<file path="src/rtl/flag_alu_pkg.sv">
package flag_alu_pkg;
  localparam int DATA_W    = 32;
  localparam int NUM_SIZES = 3;
  localparam int OP_W      = 3;
  localparam int SIZE_W    = 2;

  typedef enum logic [OP_W-1:0] {
    OP_ADD = 3'd0,
    OP_SUB = 3'd1,
    OP_ADC = 3'd2,
    OP_SBB = 3'd3,
    OP_INC = 3'd4,
    OP_DEC = 3'd5,
    OP_NEG = 3'd6,
    OP_NOP = 3'd7
  } alu_op_e;

  typedef struct packed {
    logic of_f;
    logic sf_f;
    logic zf_f;
    logic af_f;
    logic pf_f;
    logic cf_f;
  } alu_flags_t;
endpackage

</file>
<file path="src/rtl/alu_add_slice.sv">
module alu_add_slice #(
  parameter int W = 8
) (
  input  logic [W-1:0] x_i,
  input  logic [W-1:0] y_i,
  input  logic         cin_i,
  output logic [W-1:0] sum_o,
  output logic         cout_o,
  output logic         cmsb_o,
  output logic         c4_o
);
  logic [W:0] full;

  assign full   = {1'b0, x_i} + {1'b0, y_i} + {{W{1'b0}}, cin_i};
  assign sum_o  = full[W-1:0];
  assign cout_o = full[W];
  // carry into a bit = operand bits xor sum bit
  assign cmsb_o = x_i[W-1] ^ y_i[W-1] ^ full[W-1];
  assign c4_o   = x_i[4] ^ y_i[4] ^ full[4];
endmodule

</file>
<file path="src/rtl/alu_core.sv">
module alu_core
  import flag_alu_pkg::*;
(
  input  logic [OP_W-1:0]   op_i,
  input  logic [SIZE_W-1:0] size_i,
  input  logic [DATA_W-1:0] a_i,
  input  logic [DATA_W-1:0] b_i,
  input  logic              cf_i,
  output logic [DATA_W-1:0] result_o,
  output alu_flags_t        flags_o,
  output logic              legal_o
);
  logic [DATA_W-1:0] x, y;
  logic              cin, sub_mode, keep_cf;
  logic [DATA_W-1:0] sum_w  [NUM_SIZES];
  logic              cout_w [NUM_SIZES];
  logic              cmsb_w [NUM_SIZES];
  logic              c4_w   [NUM_SIZES];
  logic [1:0]        sel;

  always_comb begin
    x        = a_i;
    y        = b_i;
    cin      = 1'b0;
    sub_mode = 1'b0;
    keep_cf  = 1'b0;
    legal_o  = 1'b1;
    unique case (alu_op_e'(op_i))
      OP_ADD: ;
      OP_SUB: begin y = ~b_i; cin = 1'b1; sub_mode = 1'b1; end
      OP_ADC: cin = cf_i;
      OP_SBB: begin y = ~b_i; cin = ~cf_i; sub_mode = 1'b1; end
      OP_INC: begin y = '0; cin = 1'b1; keep_cf = 1'b1; end
      OP_DEC: begin y = ~DATA_W'(1); cin = 1'b1; sub_mode = 1'b1; keep_cf = 1'b1; end
      OP_NEG: begin x = '0; y = ~a_i; cin = 1'b1; sub_mode = 1'b1; end
      default: legal_o = 1'b0;
    endcase
  end

  for (genvar g = 0; g < NUM_SIZES; g++) begin : g_width
    localparam int W = 8 << g;
    logic [W-1:0] s;
    alu_add_slice #(.W(W)) i_slice (
      .x_i   (x[W-1:0]),
      .y_i   (y[W-1:0]),
      .cin_i (cin),
      .sum_o (s),
      .cout_o(cout_w[g]),
      .cmsb_o(cmsb_w[g]),
      .c4_o  (c4_w[g])
    );
    if (W < DATA_W) begin : g_pad
      assign sum_w[g] = {{(DATA_W-W){1'b0}}, s};
    end else begin : g_full
      assign sum_w[g] = s;
    end
  end

  assign sel = (size_i >= 2'd2) ? 2'd2 : size_i;

  always_comb begin
    logic msb;
    result_o = legal_o ? sum_w[sel] : '0;
    unique case (sel)
      2'd0:    msb = result_o[7];
      2'd1:    msb = result_o[15];
      default: msb = result_o[31];
    endcase
    flags_o.cf_f = keep_cf ? cf_i : (cout_w[sel] ^ sub_mode);
    flags_o.of_f = cout_w[sel] ^ cmsb_w[sel];
    flags_o.af_f = c4_w[sel] ^ sub_mode;
    flags_o.sf_f = msb;
    flags_o.zf_f = (result_o == '0);
    flags_o.pf_f = ~^result_o[7:0];
  end
endmodule

</file>
<file path="src/rtl/flag_alu.sv">
module flag_alu
  import flag_alu_pkg::*;
(
  input  logic              clk_i,
  input  logic              rst_ni,
  input  logic              valid_i,
  input  logic [OP_W-1:0]   op_i,
  input  logic [SIZE_W-1:0] size_i,
  input  logic [DATA_W-1:0] a_i,
  input  logic [DATA_W-1:0] b_i,
  input  logic              stc_i,
  input  logic              clc_i,
  output logic [DATA_W-1:0] result_o,
  output logic [5:0]        flags_o
);
  alu_flags_t flags_q, flags_d, core_flags;
  logic       legal;

  alu_core i_core (
    .op_i    (op_i),
    .size_i  (size_i),
    .a_i     (a_i),
    .b_i     (b_i),
    .cf_i    (flags_q.cf_f),
    .result_o(result_o),
    .flags_o (core_flags),
    .legal_o (legal)
  );

  always_comb begin
    flags_d = flags_q;
    if (valid_i && legal) flags_d = core_flags;
    if (stc_i)      flags_d.cf_f = 1'b1;
    else if (clc_i) flags_d.cf_f = 1'b0;
  end

  always_ff @(posedge clk_i or negedge rst_ni) begin
    if (!rst_ni) flags_q <= '0;
    else         flags_q <= flags_d;
  end

  assign flags_o = flags_q;
endmodule

</file>
<file path="config.mk">
export PLATFORM = sky130hd
export DESIGN_NAME = flag_alu
export DESIGN_NICKNAME = d
export VERILOG_FILES = /design/src/rtl/flag_alu_pkg.sv /design/src/rtl/alu_add_slice.sv /design/src/rtl/alu_core.sv /design/src/rtl/flag_alu.sv
export SDC_FILE = /design/constraint.sdc
export NUM_CORES = 1
export LEC_CHECK = 0
export ABC_AREA = 1
export BUFFER_PORTS_ARGS = -buffer_cell sky130_fd_sc_hd__buf_4
export CORE_AREA = 5 5 111 113
export DETAILED_ROUTE_END_ITERATION = 16
export DIE_AREA = 0 0 116 118
export PLACE_DENSITY = 0.67
export SYNTH_ARGS = -nofsm -noshare
export SYNTH_HDL_FRONTEND = slang
export SYNTH_SLANG_ARGS = --single-unit
</file>
<file path="constraint.sdc">
create_clock -name clk_i -period 4.6 [get_ports clk_i]
set_input_delay 0.69 -clock clk_i [delete_from_list [all_inputs] [get_ports clk_i]]
set_output_delay 0.69 -clock clk_i [all_outputs]
set_load 0.01 [all_outputs]
</file>
== Word-level counts from Yosys, hierarchy flattened ==
Cells that the tools add are included.
Storage, ports and cells
  bits in registers: 6
  bits of input ports: 74
Operators by class
  add/sub/neg operators: 6
  $lt $le $gt $ge: 2
  equality and inequality tests: 8
  mux-type cells: 25
  bitwise operators: 17
  reduce and logical (&&, ||, !) cells: 12
Operator list (count)
  $mux 32: 4
  $pmux 32 s4: 1
  $bmux 32 s2: 1
  $not 32->32: 2
  $add 32x32->33: 1
  $add 33x1->33: 1
  $logic_not 32->1: 1
  $add 16x16->17: 1
  $add 17x1->17: 1
  $mux 1: 13
  $xor 1x1->1: 13
  $add 8x8->9: 1
  $add 9x1->9: 1
  $eq 3x3->1 const B: 3
  $reduce_or 4->1: 2
  $reduce_xnor 8->1: 1
  $reduce_or 7->1: 1
  $bmux 1 s2: 3
  $eq 3x2->1 const B: 2
  $reduce_or 2->1: 2
  $eq 3x1->1 const B: 1
  $ge 3x3->1 const B: 1
  $logic_not 3->1: 1
  $ne 3x3->1 const B: 1
  other kinds (11): 11

== Logic depth before layout (Yosys ltp) ==
  depth after elaboration: 13
  depth in mapped cells: 28

== Modules after synthesis ==
A second synthesis with hierarchy kept.
Unflattened totals
  cell total of the unflattened synthesis: 1214
  area, all modules: 5985.7 um2
By module, submodules not included
  alu_add_slice (i_core.g_width[2].i_slice): instances 1, cells an instance 505, area an instance 2428.6 um2, seq. area each 0.0 um2
  alu_core: instances 1, cells an instance 432, area an instance 1960.6 um2, seq. area each 0.0 um2
  alu_add_slice (i_core.g_width[1].i_slice): instances 1, cells an instance 185, area an instance 959.7 um2, seq. area each 0.0 um2
  alu_add_slice (i_core.g_width[0].i_slice): instances 1, cells an instance 61, area an instance 380.4 um2, seq. area each 0.0 um2
  flag_alu: instances 1, cells an instance 31, area an instance 256.5 um2, seq. area each 150.1 um2

== Worst setup path before layout ==
OpenSTA, ideal clock, no wires.
  kind: input-to-reg
  start: in op_i[0]
  end: reg flags_q (netlist bit flags_o[3])
  library setup time: 124 ps
  arrival time: 4158 ps
  data required time: 4476 ps
  setup slack: 318 ps
  stages: 25
  buffers on the path: 1
  cells stage by stage: inv_1 > nor2_1 > nor3_1 > clkbuf_1 > a21oi_1 > fa_1 > fa_1 > nand2_1 > nand2_1 > nand3_1 > nand2_1 > and2_1 > nor3_1 > inv_1 > ha_1 > nand4_1 > nor2_1 > nand2_1 > inv_1 > nand2_1 > clkinv_1 > nand2_1 > nor2_1 > nand3_1 > o21bai_2
Between the ends
  word-level cells in the longest chain between the ends: 10
  elaborated cells between the ends (all ways): 26
RTL lines
  start, declared: RTL line flag_alu.sv:7  | input logic [OP_W-1:0] op_i,
  $eq 3x1->1 or $eq 3x2->1 (tied branches): RTL line alu_core.sv:28  | unique case (alu_op_e'(op_i))
  $reduce_or 2->1 (no line)
  $pmux 32 s4: RTL line alu_core.sv:28
  $add 32x32->33 (tied with other cells): RTL line alu_add_slice.sv:14  | assign full = {1'b0, x_i} + {1'b0, y_i} + {{W{1'b0}}, cin_i};
  $add 33x1->33 (tied with other cells): RTL line alu_add_slice.sv:14
  $bmux 32 s2: RTL line alu_core.sv:63  | result_o = legal_o ? sum_w[sel] : '0;
  $mux 32 (not written as such) (2 in a row): RTL line alu_core.sv:63
  $mux 32 (*): RTL line alu_core.sv:63
  via result_o[6]: RTL line flag_alu.sv:13  | output logic [DATA_W-1:0] result_o,
  $logic_not 32->1 (*): RTL line alu_core.sv:73  | flags_o.zf_f = (result_o == '0);
  end signal, assigned: RTL line flag_alu.sv:39  | else flags_q <= flags_d;
  end, declared: RTL line flag_alu.sv:16  | alu_flags_t flags_q, flags_d, core_flags;
Mark *: on every way through the listed nets, which the timed path passes. The rest lies on a longest branch. The select of a mux whose other input is x is not followed.
A chain may end at the register's enable or synchronous reset.

== Final worst setup path ==
  start: in op_i[0]
  end: out result_o[30]
Between the ends
  word-level cells in the longest chain between the ends: 9
  elaborated cells between the ends (all ways): 20
RTL lines (RTL line)
  $eq 3x1->1 or $eq 3x2->1 (tied branches): alu_core.sv:28
  $reduce_or 2->1 (no line)
  $pmux 32 s4: alu_core.sv:28
  $add 32x32->33: alu_add_slice.sv:14
  $add 33x1->33: alu_add_slice.sv:14
  $bmux 32 s2: alu_core.sv:63
  $mux 32 (not written as such) (2 in a row): alu_core.sv:63
  $mux 32 (*): alu_core.sv:63
  end, declared: flag_alu.sv:13
Every way passes the cells marked *; elsewhere a longest branch is shown, timed or not. The select of a mux whose other input is x is not followed.

==> metrics <==
status finished clean; final hold vios 0; post-synth top area cell nand2_1; Max-Slew Margin vs Limit 0.7434; Worst Setup SP op_i[0]; pin count of the biggest net entering global routing 37; setup TNS 0 ns; RSZ-0062 raised after global routing false; pwr dens 229.7 nW/um^2; Top delay family on crit path simple AND/OR/NAND/NOR gates; final-report max-slew violation count 0; gpl congestion 0.9334; Worst setup endpoint result_o[30]; cells after synthesis 884; top cells by area, synth nand2_1 25%, inv_1 18%, ha_1 10%, nor2_1 7.1%, nand3_1 6.7%; Detailed Route Iter0 Violations 211; CP endpoint kind output port; critical path type in -> out; Die X 116 um; Cell Rows 39; TritonCTS Sinks 6; Die ar. ~14000 um^2; via/cell ratio 4.696; Antenna Diode Count 0; PortBufs 111; vias in the first global route roughly 4900; I/O Pins 112; Post-Syn Nets 995; Clock transition at path regs 0.04 ns; Hold Path Class in -> async; final wirelength ~14000 um; Crit path required time 3.91 ns; TritonCTS clock tree built; first drt pass iteration count 5; Main synth FF type dfrtp_1; maximum VDD drop ~130 uV; Critical Path Start Type input pin; antenna violations before repair 0; Worst Path Buf+Inv 4; synth unique cells 39; DR top layer met4; Ys Warns 0; Slew @ Worst Pin 0.3819 ns; clock skew 0.004330 ns; clk root buf clkbuf_16; Avg Inst Size Synth 4.897 um^2; fin crit share 0.9104; share of Yosys cell area claimed by the top area cell type 0.2523; flop-to-flop setup slack 1.14 ns; Pleak 3.417 nW; ys async rst share 1.000; post-route minimum period around 4.2 ns; total of fill cells in the finished design 1280; area grow syn2layout 25.20%; layout cells sized above 1 0.1852; max-capacitance violation count 0; Final WS setup 0.4123 ns; worst reg2reg path startpoint flags_o[0]$_DFFE_PN0P_; FMAX 238.8 MHz; core area between 10000 and 15000 um^2; Worst-Skew Late Latency ~0.23 ns; drt drc 0; max FFs per register 6; dpl hpwl about 12000 um; #FFs+latches synth 6; EDFF count, synth 0; antenna viol nets, final 0; max incr delay on CP 0.49 ns; Vias 5311; met2 WL 6434 um; Nets 1101; CTS Hold Bufs 0; total grt overflow 0; Critical Path Stages 20; Reg2Reg Depth 24; Top cell by count, worst path nand2_1; endpoints failing setup 0; clk buf depth 2; crit path max fanout 4; Cell Area, Synth 4329 um^2; height of the chip 118 um; wl on met1 6289 um; GR Util All Layers 0.1950; post-synthesis sequential area ratio 0.03468; H-tree Lvls 1; dpl ws between 0.2 and 0.3 ns; reg-to-reg endpoint flags_o[3]$_DFFE_PN0P_; Initial Util 0.3857; routed wl met3 615 um; CTS Buf Count 3; first-pass GRT wire length 22490 um; Worst EP arrival around 3.5 ns; crit-path cells buf_4, inv_1, nor2_2, nor3_2, a221oi_1, a21oi_1, fa_1, fa_1, nand2_1, nand2_1, nand3_1, nand2_1, nand2_1, nand2_1, nand2_1, nand2_1, nand2_1, nand3_1, inv_1, buf_4; Avg WL per Cell 12.02 um; CP max-delay cell fa_1
-- routing by layer --
layer / GRT usage / vias up
met5: 0 / -
met4: 0.04278 / 0
met3: 0.009769 / 21
met2: 0.3439 / 124
met1: 0.2586 / 2254
li1: - / 2912
-- report_power, final --
part           leakage (nW)  internal, mW  switching, mW
registers            0.0741        0.0655        0.00683
logic                  3.31         0.411          0.618
clock network        0.0370         0.112         0.0320
-- cells by family (layout without fill, tap and decap cells) --
family / count (synthesis) / count (layout) / share of synthesized area
DFF: 6 / 6 / 0.03468
xor gates and xnor gates: 6 / 6 / 0.01214
adders and majority gates: 37 / 37 / 0.1104
and+or+nand+nor: 503 / 503 / 0.4977
buffers and inverters: 234 / 338 / 0.2043
AOI/OAI and AO/OA: 98 / 98 / 0.1408
-- layout make-up --
type,instances,area [um^2],share of cell area
inverters,216,810.8,0.1496
multi-input cells,644,3312,0.6110
well taps,143,178.9,0.03301
clock buffers,3,75.07,0.01385
repair buffers,119,893.4,0.1648
flip-flops and latches,6,150.1,0.02770
-- stage by stage --
stage / power [mW] / std cells / instance area [um^2] / util / hold slack, ns
finish: 1.245 / 1131 / 5420 / 0.4829 / 0.2608
global placement: 1.100 / 1128 / 5343 / 0.4760 / 0.4690
floorplan: 0.7604 / 884 / 4329 / - / 0.3944
detailed placement: 1.105 / 1128 / 5343 / 0.4760 / 0.4684
CTS: 1.255 / 1131 / 5418 / 0.4827 / 0.2634
global route: 1.392 / 1131 / 5420 / 0.4829 / 0.2664
-- synthesized netlist by cell type, types with 3 or more instances --
cell type / number
nand3_1: 58
nand2_1: 291
inv_2: 7
a21oi_2: 4
xor2_1: 4
ha_1: 35
nand3_2: 4
nor3_1: 9
o21ai_0: 5
nand4_1: 7
dfrtp_1: 6
and2_1: 6
or2_1: 3
inv_1: 207
nor2_1: 82
o211ai_1: 31
nor2_2: 20
a21oi_1: 48
buf_1: 6
nand2_2: 19
clkbuf_1: 9
-- cells in the final DEF, fill, tap and decap left out, drive strengths merged, types with 2 or more instances in the layout --
master	synthesis	final
a21oi	52	52
and2	6	6
buf	9	119
clkbuf	9	3
clkinv	2	2
dfrtp	6	6
fa	2	2
ha	35	35
inv	214	214
nand2	310	310
nand3	62	62
nand4	7	7
nor2	103	103
nor3	10	10
o211ai	31	31
o21ai	6	6
o21bai	3	3
or2	3	3
xnor2	2	2
xor2	4	4
-- what timing repair did --
item,4_1_cts,5_1_grt
buffers inserted,0,0
endpoints found under the setup margin,0,1
resized for setup,0,1
-- worst min path at each step --
stage / from / end / depth (start not counted)
floorplan: rst_ni / flags_o[0]$_DFFE_PN0P_ / 0
global placement: flags_o[4]$_DFFE_PN0P_ / flags_o[4]$_DFFE_PN0P_ / 2
detailed placement: flags_o[4]$_DFFE_PN0P_ / flags_o[4]$_DFFE_PN0P_ / 2
CTS: rst_ni / flags_o[1]$_DFFE_PN0P_ / 1
global route: rst_ni / flags_o[2]$_DFFE_PN0P_ / 1
finish: rst_ni / flags_o[2]$_DFFE_PN0P_ / 1
Power figures use the tool's default switching activity.
